===== src/rtl/addr_ctx_pkg.sv =====
package addr_ctx_pkg;
  typedef enum logic [1:0] {
    QUAD_USER  = 2'd0,
    QUAD_GUEST = 2'd1,
    QUAD_HOSTP = 2'd2,
    QUAD_KERN  = 2'd3
  } quad_e;

  localparam logic [2:0] PERM_ALL  = 3'b111;
  localparam logic [2:0] PERM_NONE = 3'b000;

  function automatic logic kind_is_fetch(input logic [1:0] kind);
    return kind[1];
  endfunction
endpackage


===== src/rtl/ctx_quadrant_decode.sv =====
module ctx_quadrant_decode
  import addr_ctx_pkg::*;
#(
  parameter int LPID_W = 12,
  parameter int PID_W  = 20
) (
  input  logic [1:0]        ea_top,
  input  logic              hv,
  input  logic [LPID_W-1:0] lpid_in,
  input  logic [PID_W-1:0]  pid_in,
  output quad_e             quad,
  output logic [LPID_W-1:0] lpid_sel,
  output logic [PID_W-1:0]  pid_sel,
  output logic              illegal
);
  always_comb begin
    quad     = quad_e'(ea_top);
    lpid_sel = '0;
    pid_sel  = '0;
    illegal  = 1'b0;
    if (hv) begin
      unique case (quad)
        QUAD_USER:  pid_sel = pid_in;
        QUAD_GUEST: begin lpid_sel = lpid_in; pid_sel = pid_in; end
        QUAD_HOSTP: lpid_sel = lpid_in;
        QUAD_KERN:  ;
      endcase
    end else begin
      unique case (quad)
        QUAD_USER:  begin lpid_sel = lpid_in; pid_sel = pid_in; end
        QUAD_GUEST, QUAD_HOSTP: illegal = 1'b1;
        QUAD_KERN:  lpid_sel = lpid_in;
      endcase
    end
  end
endmodule


===== src/rtl/ctx_realmode_form.sv =====
module ctx_realmode_form #(
  parameter int EA_W     = 64,
  parameter int CLR_BITS = 4
) (
  input  logic [EA_W-1:0] ea,
  input  logic [EA_W-1:0] offset,
  output logic [EA_W-1:0] raddr
);
  localparam int KEEP_W = EA_W - CLR_BITS;
  localparam logic [EA_W-1:0] KEEP_MASK = {{CLR_BITS{1'b0}}, {KEEP_W{1'b1}}};

  always_comb begin
    raddr = ea & KEEP_MASK;
    if (!ea[EA_W-1]) raddr = raddr | offset;
  end
endmodule


===== src/rtl/ctx_fault_route.sv =====
module ctx_fault_route (
  input  logic fire,
  input  logic is_fetch,
  output logic to_inst,
  output logic to_data
);
  always_comb begin
    to_inst = fire && is_fetch;
    to_data = fire && !is_fetch;
  end
endmodule


===== src/rtl/addr_ctx_sel.sv =====
module addr_ctx_sel
  import addr_ctx_pkg::*;
#(
  parameter int EA_W     = 64,
  parameter int LPID_W   = 12,
  parameter int PID_W    = 20,
  parameter int CLR_BITS = 4
) (
  input  logic              clk,
  input  logic              rst,
  input  logic              req_valid,
  input  logic [EA_W-1:0]   req_ea,
  input  logic [1:0]        req_kind,
  input  logic              hv_mode,
  input  logic              ir_en,
  input  logic              dr_en,
  input  logic [LPID_W-1:0] lpid_reg,
  input  logic [PID_W-1:0]  pid_reg,
  input  logic [EA_W-1:0]   hrmor_reg,
  output logic              rsp_valid,
  output logic              rsp_fault,
  output logic              rsp_real,
  output logic [1:0]        rsp_quadrant,
  output logic [LPID_W-1:0] rsp_lpid,
  output logic [PID_W-1:0]  rsp_pid,
  output logic [EA_W-1:0]   rsp_addr,
  output logic [2:0]        rsp_perm,
  output logic              seg_inst,
  output logic              seg_data,
  output logic [EA_W-1:0]   fault_dar
);
  localparam int QHI = EA_W - 1;
  localparam int QLO = EA_W - 2;

  logic              fetch_acc;
  logic              reloc;
  logic              real_path;
  quad_e             quad;
  logic [LPID_W-1:0] lpid_sel;
  logic [PID_W-1:0]  pid_sel;
  logic              illegal;
  logic [EA_W-1:0]   real_addr;
  logic              flt_inst;
  logic              flt_data;

  always_comb begin
    fetch_acc = kind_is_fetch(req_kind);
    reloc     = fetch_acc ? ir_en : dr_en;
    real_path = hv_mode && !reloc;
  end

  ctx_quadrant_decode #(.LPID_W(LPID_W), .PID_W(PID_W)) u_quad (
    .ea_top   (req_ea[QHI:QLO]),
    .hv       (hv_mode),
    .lpid_in  (lpid_reg),
    .pid_in   (pid_reg),
    .quad     (quad),
    .lpid_sel (lpid_sel),
    .pid_sel  (pid_sel),
    .illegal  (illegal)
  );

  ctx_realmode_form #(.EA_W(EA_W), .CLR_BITS(CLR_BITS)) u_real (
    .ea     (req_ea),
    .offset (hrmor_reg),
    .raddr  (real_addr)
  );

  ctx_fault_route u_route (
    .fire     (req_valid && illegal),
    .is_fetch (fetch_acc),
    .to_inst  (flt_inst),
    .to_data  (flt_data)
  );

  always_ff @(posedge clk) begin
    if (rst) begin
      rsp_valid    <= 1'b0;
      rsp_fault    <= 1'b0;
      rsp_real     <= 1'b0;
      rsp_quadrant <= '0;
      rsp_lpid     <= '0;
      rsp_pid      <= '0;
      rsp_addr     <= '0;
      rsp_perm     <= PERM_NONE;
      seg_inst     <= 1'b0;
      seg_data     <= 1'b0;
      fault_dar    <= '0;
    end else begin
      rsp_valid <= req_valid && !illegal;
      rsp_fault <= req_valid && illegal;
      seg_inst  <= flt_inst;
      seg_data  <= flt_data;
      if (flt_data) fault_dar <= req_ea;
      if (req_valid) begin
        rsp_quadrant <= quad;
        rsp_real     <= real_path;
        if (real_path) begin
          rsp_lpid <= '0;
          rsp_pid  <= '0;
          rsp_addr <= real_addr;
          rsp_perm <= PERM_ALL;
        end else begin
          rsp_lpid <= lpid_sel;
          rsp_pid  <= pid_sel;
          rsp_addr <= req_ea;
          rsp_perm <= PERM_NONE;
        end
      end
    end
  end

  a_r2_single_outcome: assert property (@(posedge clk) disable iff (rst)
    !(rsp_valid && rsp_fault));
  a_r2_answer_next: assert property (@(posedge clk) disable iff (rst)
    req_valid |=> (rsp_valid || rsp_fault));
  a_r2_quiet_idle: assert property (@(posedge clk) disable iff (rst)
    !req_valid |=> (!rsp_valid && !rsp_fault));
  a_r6_guest_forbidden: assert property (@(posedge clk) disable iff (rst)
    (req_valid && !hv_mode && (req_ea[QHI] != req_ea[QLO])) |=> rsp_fault);
  a_r7_one_class: assert property (@(posedge clk) disable iff (rst)
    rsp_fault |-> ($countones({seg_inst, seg_data}) == 1));
  a_r8_dar_hold: assert property (@(posedge clk) disable iff (rst)
    !seg_data |-> $stable(fault_dar));
  a_r9_real_perm: assert property (@(posedge clk) disable iff (rst)
    (rsp_valid && rsp_real) |-> (rsp_perm == PERM_ALL));
  a_r10_xlate_perm: assert property (@(posedge clk) disable iff (rst)
    (rsp_valid && !rsp_real) |-> (rsp_perm == PERM_NONE));
endmodule


===== config.mk =====
export PLATFORM = sky130hd
export DESIGN_NAME = addr_ctx_sel
export DESIGN_NICKNAME = d
export VERILOG_FILES = /design/src/rtl/addr_ctx_pkg.sv /design/src/rtl/ctx_quadrant_decode.sv /design/src/rtl/ctx_realmode_form.sv /design/src/rtl/ctx_fault_route.sv /design/src/rtl/addr_ctx_sel.sv
export SDC_FILE = /design/constraint.sdc
export NUM_CORES = 1
export LEC_CHECK = 0
export BUFFER_PORTS_ARGS = -buffer_cell sky130_fd_sc_hd__buf_2
export CAP_MARGIN = 20
export CORE_ASPECT_RATIO = 0.7
export CORE_MARGIN = 2
export CORE_UTILIZATION = 48
export DETAILED_ROUTE_END_ITERATION = 6
export GPL_TIMING_DRIVEN = 0
export PLACE_DENSITY = 0.81
export SETUP_SLACK_MARGIN = 0.1
export SYNTH_ARGS = -nofsm -noshare
export SYNTH_HDL_FRONTEND = slang
export SYNTH_HIERARCHICAL = 1
export SYNTH_SLANG_ARGS = --single-unit

===== constraint.sdc =====
create_clock -name clk -period 2.4 [get_ports clk]
set_input_delay 0.12 -clock clk [delete_from_list [all_inputs] [get_ports clk]]
set_output_delay 0.12 -clock clk [all_outputs]
set_load 0.01 [all_outputs]

==> impl_metrics.py, run 1 <==
metrics = {
    "floorplanning": {
        "placementRows": 38,
        "die_area_mm2": 0.0172,
        "coreArea_mm2": 0.0156,
        "die_x_um": 156,
        "num_io_pins": 338,
        "start_util_pct": 49.5,
        "fp.dieH_um": 110,
    },
    "pwr": {
        "finalPower_w": 0.00709,
        "ir_worst_vdd_v": 0.000428,
        "power.density_mw_per_mm2": 653,
        "leakagePower_nw": 4.94,
    },
    "global_routing": {
        "grt_max_degree": 17,
        "grt_util_all_layers_pct": 31.7,
        "grt_pass1_vias": 7944,
        "grt_overflow": 0,
        "antenna_found_initial": 0,
        "grt_pass1_wl_um": 42300,
    },
    "critical_path": {
        "crit_required_ns": 2.70,
        "cp-start-kind": "input port",
        "path_max_fanout": 10,
        "crit_type": "in2reg",
        "crit_path_end_kind": "flip-flop",
        "cp.arrival_ns": 2.26,
    },
    "timing": {
        "skew_ns": 0,
        "slew_headroom_pct": 54.3,
        "maxSlewViolCount": 0,
        "rsz0062_at_grt": "false",
        "setup_viol": 0,
        "finalHoldViolCount": 0,
        "fin_crit_sh_pct": 81.8,
        "setup_ws_ns": 0.436,
        "max_freq_ghz": 0.509,
        "fin_crit_ns": 1.96,
        "worst_pin_slew_ns": 0.685,
    },
    "placement": {
        "dp.cells": 1398,
        "placed_cell_area_mm2": 0.00967,
        "dp_slack_ns": -0.194,
        "dp_hpwl_um": 19600,
        "gp_congestion": 0.880,
        "numPortBuffers": 334,
    },
    "layout": {
        "antenna_cells": 0,
        "final_util_pct": 69.4,
        "instances_no_fill": 1487,
        "nNetsFinal": 1444,
        "area_growth_pct": 40.0,
        "design_area_mm2": 0.0109,
        "drive_gt1_share_pct": 34.2,
    },
    "synthesis": {
        "syn_inst": 864,
        "yosysSeqAreaShare_pct": 43.1,
        "synth_top_area_share_pct": 43.1,
        "ys_types": 31,
        "syn_avg_cell_area_um2": 8.97,
        "netlist_top_cells_area": "dfxtp_1 (43%), mux2i_1 (8.7%), nor2_1 (6.3%)",
        "synth.largest_area_cell": "dfxtp_1",
        "synth_area_mm2": 0.00775,
        "synth_nets": 1034,
        "yosysWarnings": 6,
        "synthTopCellsByCount": "dfxtp_1 (167), nor2_1 (130), mux2i_1 (67)",
        "synth_most_common_cell": "dfxtp_1",
        "synth_edf_count": 0,
        "ys_ff_latch": 167,
        "synth-main-ff-cell": "dfxtp_1",
        "ys_async_sr_fraction_pct": 0,
    },
    "clocking": {
        "cts_tree": "done",
        "h-tree-depth": 4,
        "cts_resized": 0,
        "cts_buffers": 17,
        "clk_pin_slew_worst_paths_ns": 0.07,
        "cts.sinks": 167,
        "cts-root-buf": "clkbuf_16",
        "clockBufferDepth": 2,
        "clock_latency_ns": 0.42,
    },
    "routing": {
        "post-route-drc-count": 0,
        "drt_iter0_markers": 741,
        "drtPass1Iterations": 5,
        "vias_per_cell": 5.72,
        "wl_um": 28400,
        "vias": 8508,
        "wire_per_inst_um": 19.1,
        "final_antenna_net_count": 0,
    },
    "hold_path": {
        "hold_path_class": "in2reg",
    },
    "job": {
        "drv_cap": 0,
    },
    "outcome": {
        "status": "finished, final reports clean",
    },
}
==> layout by cell type, fill, tap and decap left out, types with 2 or more instances in the layout <==
cell	instances
bufinv_16	3
a311oi_1	54
inv_6	4
and2_2	3
clkbuf_1	37
ha_1	2
clkbuf_16	17
inv_1	2
a21oi_1	34
buf_8	4
dlygate4sd3_1	58
o211ai_1	32
o21ai_1	64
a21o_1	60
and2_1	10
and2b_2	6
nand2b_1	33
nand3_1	64
clkinvlp_4	3
mux2i_1	67
buf_4	9
nor2b_1	22
buf_2	364
inv_2	2
buf_6	8
dfxtp_1	167
buf_1	8
clkinv_4	2
a311oi_2	10
nor2_1	130
==> final cells by class <==
class | count | area, µm²
well taps | 200 | 250
repair buffers | 392 | 2250
flip-flops and latches | 167 | 3340
multi-input cells | 597 | 3840
fillers | 1245 | 4790
inverters | 4 | 15.0
plain buffers | 95 | 543
clock inverters | 13 | 170
clock buffers | 19 | 433
==> critical path, stage by stage <==
cell and delay [ns]:
buf_2 0.19, inv_1 0.08, ha_1 0.31, and2b_2 0.18
and2_1 0.20, and2b_2 0.17, buf_2 0.27, buf_2 0.38
mux2i_1 0.29, nor2_1 0.07
==> cell families (layout without fill, tap and decap cells) <==
group / after synthesis / in the layout / share of synthesized area, %
multiplexers: 68 / 68 / 8.80
adder cells (fa/ha/maj): 2 / 2 / 0.323
AO/OA/AOI/OAI: 254 / 254 / 23.3
flip-flops: 167 / 167 / 43.1
XOR/XNOR: 1 / 1 / 0.113
AND/OR/NAND/NOR: 272 / 272 / 17.1
buffers and inverters: 100 / 523 / 7.25
==> final timing paths <==
kind | slack (ns) | endpoint | start | cells after the start
worst min-delay path | 0.01 | fault_dar[30] | req_ea[30] | 3
worst min register to register | 0.47 | rsp_pid[16] | rsp_pid[16] | 2
worst max-delay path | 0.44 | fault_dar[39] | req_ea[63] | 10
worst max register to register | 1.57 | rsp_addr[63] | rsp_addr[63] | 2
==> timing repair <==
action | CTS | global route
hold buffers | 58 | 0
buffers inserted | 0 | 0
endpoints found under the hold margin | 78 | 0
endpoints found under the setup margin | 0 | 5
==> metal layers <==
layer | global-route usage [%] | up-vias | share of wire (%)
met2 | 51.8 | 481 | 46
met3 | 7.00 | 93 | 8.3
met5 | 0 | - | 0
li1 | - | 3922 | -
met4 | 15.5 | 0 | 4.2
met1 | 40.2 | 4012 | 41
==> through the flow <==
step,TNS (ns),hold WS (ns)
after floorplan,0,0.267
after global placement,-5.72,0.368
after detailed placement,-7.36,0.392
after CTS,0,0.00538
after global routing,0,0.0268
final,0,0.00975
==> where the power goes <==
part | total, W | switching, W | internal (W) | leakage (nW)
combinational | 0.00125 | 0.000701 | 0.000551 | 3.29
sequential | 0.00297 | 0.0000696 | 0.00290 | 1.37
clock | 0.00286 | 0.00121 | 0.00165 | 0.285
==> flip-flops by register name, summed over array words and instances (netlist names) <==
| register | count |
|---|---|
| seg_inst | 1 |
| rsp_valid | 1 |
| fault_dar | 64 |
| rsp_pid | 20 |
| rsp_addr | 64 |
| rsp_quadrant | 2 |
| rsp_fault | 1 |
| rsp_perm | 1 |
| seg_data | 1 |
| rsp_lpid | 12 |
No activity file was read; power rests on OpenSTA's default activity.
==> run 2, diff against run 1 <==
==> constraint.sdc (replaced) <==
create_clock -name clk -period 2 [get_ports clk]
set_input_delay 0.1 -clock clk [delete_from_list [all_inputs] [get_ports clk]]
set_output_delay 0.1 -clock clk [all_outputs]
set_load 0.01 [all_outputs]
==> run 2 against run 1 <==
Net effect: worst setup slack lost 0.18 ns; critical path type unchanged; utilization up 0.38 points; flip-flop and latch count unchanged; first-iteration DRC count is 12% higher; clock-buffer cell count unchanged; sequential power is 20% higher; cell count grew 0.27%; non-clock buffer count grew 4; via count increased by 0.12%; register-to-register slack got worse by 0.39 ns; global-route usage rose by 0.15 points.
==> impl_metrics.py, run 2 (synthesis results as in run 1) <==
metrics = {
    "layout": {
        "final_common_cell": "buf_2",
        "nNetsFinal": 1448,
        "final_cell_mix": "buf_2 (358), dfxtp_1 (167), nor2_1 (130)",
        "area_growth_pct": 40.8,
        "final_util_pct": 69.7,
        "drive_gt1_share_pct": 34.1,
        "antenna_cells": 0,
        "top_regs": "fault_dar (64), rsp_addr (64), rsp_pid (20)",
    },
    "global_routing": {
        "antenna_found_initial": 0,
        "grt_pass1_vias": 7989,
        "grt_max_degree": 20,
        "grt_overflow": 0,
        "grt_pass1_wl_um": 42500,
        "grt_util_all_layers_pct": 31.8,
    },
    "timing": {
        "max_freq_ghz": 0.572,
        "finalHoldViolCount": 0,
        "fin_crit_sh_pct": 87.4,
        "maxSlewViolCount": 0,
        "fin_setup_tns_ns": 0,
        "skew_ns": 0,
        "fin_crit_ns": 1.75,
        "worst_pin_slew_ns": 0.708,
        "setup_viol": 0,
        "slew_headroom_pct": 52.8,
        "rsz0062_at_grt": "false",
    },
    "clocking": {
        "cts.sinks": 167,
        "clk_pin_slew_worst_paths_ns": 0.07,
        "cts-root-buf": "clkbuf_16",
        "h-tree-depth": 4,
        "cts_buffers": 17,
        "clockBufferDepth": 2,
        "clock_latency_ns": 0.42,
        "postCtsSetupRepairBufs": 0,
        "cts_tree": "done",
    },
    "pwr": {
        "ir_worst_vdd_v": 0.000517,
        "power.density_mw_per_mm2": 781,
        "leakagePower_nw": 4.96,
        "finalPower_w": 0.00852,
    },
    "routing": {
        "vias_per_cell": 5.71,
        "final_antenna_net_count": 0,
        "dr_wl_met3_um": 2250,
        "wl_met2_um": 13200,
        "post-route-drc-count": 0,
        "wire_per_inst_um": 19.2,
        "wl_um": 28700,
        "top_layer_used": "met4",
        "wl_met1_um": 12000,
        "drtPass1Iterations": 5,
        "vias": 8518,
        "drt_iter0_markers": 831,
    },
    "hold_path": {
        "hold_path_class": "in2reg",
    },
    "placement": {
        "numPortBuffers": 334,
        "gp_congestion": 0.880,
        "dp_hpwl_um": 19600,
    },
    "floorplanning": {
        "die_area_mm2": 0.0172,
        "fp.dieH_um": 110,
        "num_io_pins": 338,
        "die_x_um": 156,
        "coreArea_mm2": 0.0156,
        "placementRows": 38,
        "start_util_pct": 49.5,
    },
    "critical_path": {
        "crit_type": "in2reg",
        "crit_required_ns": 2.29,
        "slowest_stage": "ha_1",
        "cp.arrival_ns": 2.04,
        "cpMostUsedCell": "and2b_2",
        "critPathMaxStageDelay_ns": 0.30,
        "cp-start-kind": "input port",
        "path_cells": "buf_2 > inv_1 > ha_1 > and2b_2 > and2_1 > and2b_2 > clkbuf_4 > buf_4 > mux2i_1 > nor2_1",
        "crit_path_end_kind": "flip-flop",
        "path_max_fanout": 10,
    },
    "job": {
        "drv_cap": 0,
    },
    "outcome": {
        "status": "finished, final reports clean",
    },
}
run 2: cell types whose count changed in the layout (fill, tap and decap cells not counted):
cell	delta
buf_4	+4
dlygate4sd3_1	+4
clkbuf_4	+1
buf_6	+1
buf_2	-6
run 2: layout make-up:
cell class | instances | area [µm²]
Fill cell | 1242 | 4730
Multi-Input combinational cell | 597 | 3840
Sequential cell | 167 | 3340
Timing Repair Buffer | 396 | 2290
Buffer | 95 | 562
Clock buffer | 19 | 433
Tap cell | 200 | 250
Clock inverter | 13 | 170
Inverter | 4 | 15.0
run 2: repair_timing:
item | CTS | global route
gates resized for setup | 0 | 12
endpoints found under the setup margin | 49 | 49
endpoints found under the hold margin | 109 | 0
hold buffers | 62 | 0
run 2: stage by stage:
stage	std cells	hold WS [ns]	instance area, µm²	worst slack, ns
2_1_floorplan	864	0.247	7750	0.178
3_3_place_gp	1398	0.348	9670	-0.520
3_5_place_dp	1398	0.372	9670	-0.574
4_1_cts	1491	0.00202	10900	0.110
5_1_grt	1491	0.0398	10900	0.152
6_report	1491	0.0204	10900	0.253
run 2: final timing paths:
path                            slack (ns)         start  cells past startpoint       endpoint
worst max-delay path                  0.25    req_ea[63]                     10  fault_dar[14]
worst min-delay path                  0.02    req_ea[62]                      3   rsp_addr[62]
worst max register to register        1.18  rsp_addr[63]                      2   rsp_addr[63]
worst min register to register        0.47   rsp_pid[16]                      2    rsp_pid[16]
run 2: critical path, delay by kind of cell:
kind          cells  cell delay [ns]
fa+ha+maj         1             0.30
mux               1             0.24
buf+inv           4             0.77
simple gates      4             0.63
run 2: per-layer routing:
layer / up-vias / GRT usage (%)
met5: - / 0
met4: 0 / 15.7
met3: 93 / 7.15
met2: 470 / 52.4
met1: 4033 / 40.0
li1: 3922 / -
run 2: report_power, final:
part	total [W]	internal [W]	leakage, nW	switching (W)
clock	0.00344	0.00198	0.285	0.00145
combinational	0.00151	0.000669	3.31	0.000845
sequential	0.00357	0.00349	1.37	0.0000840
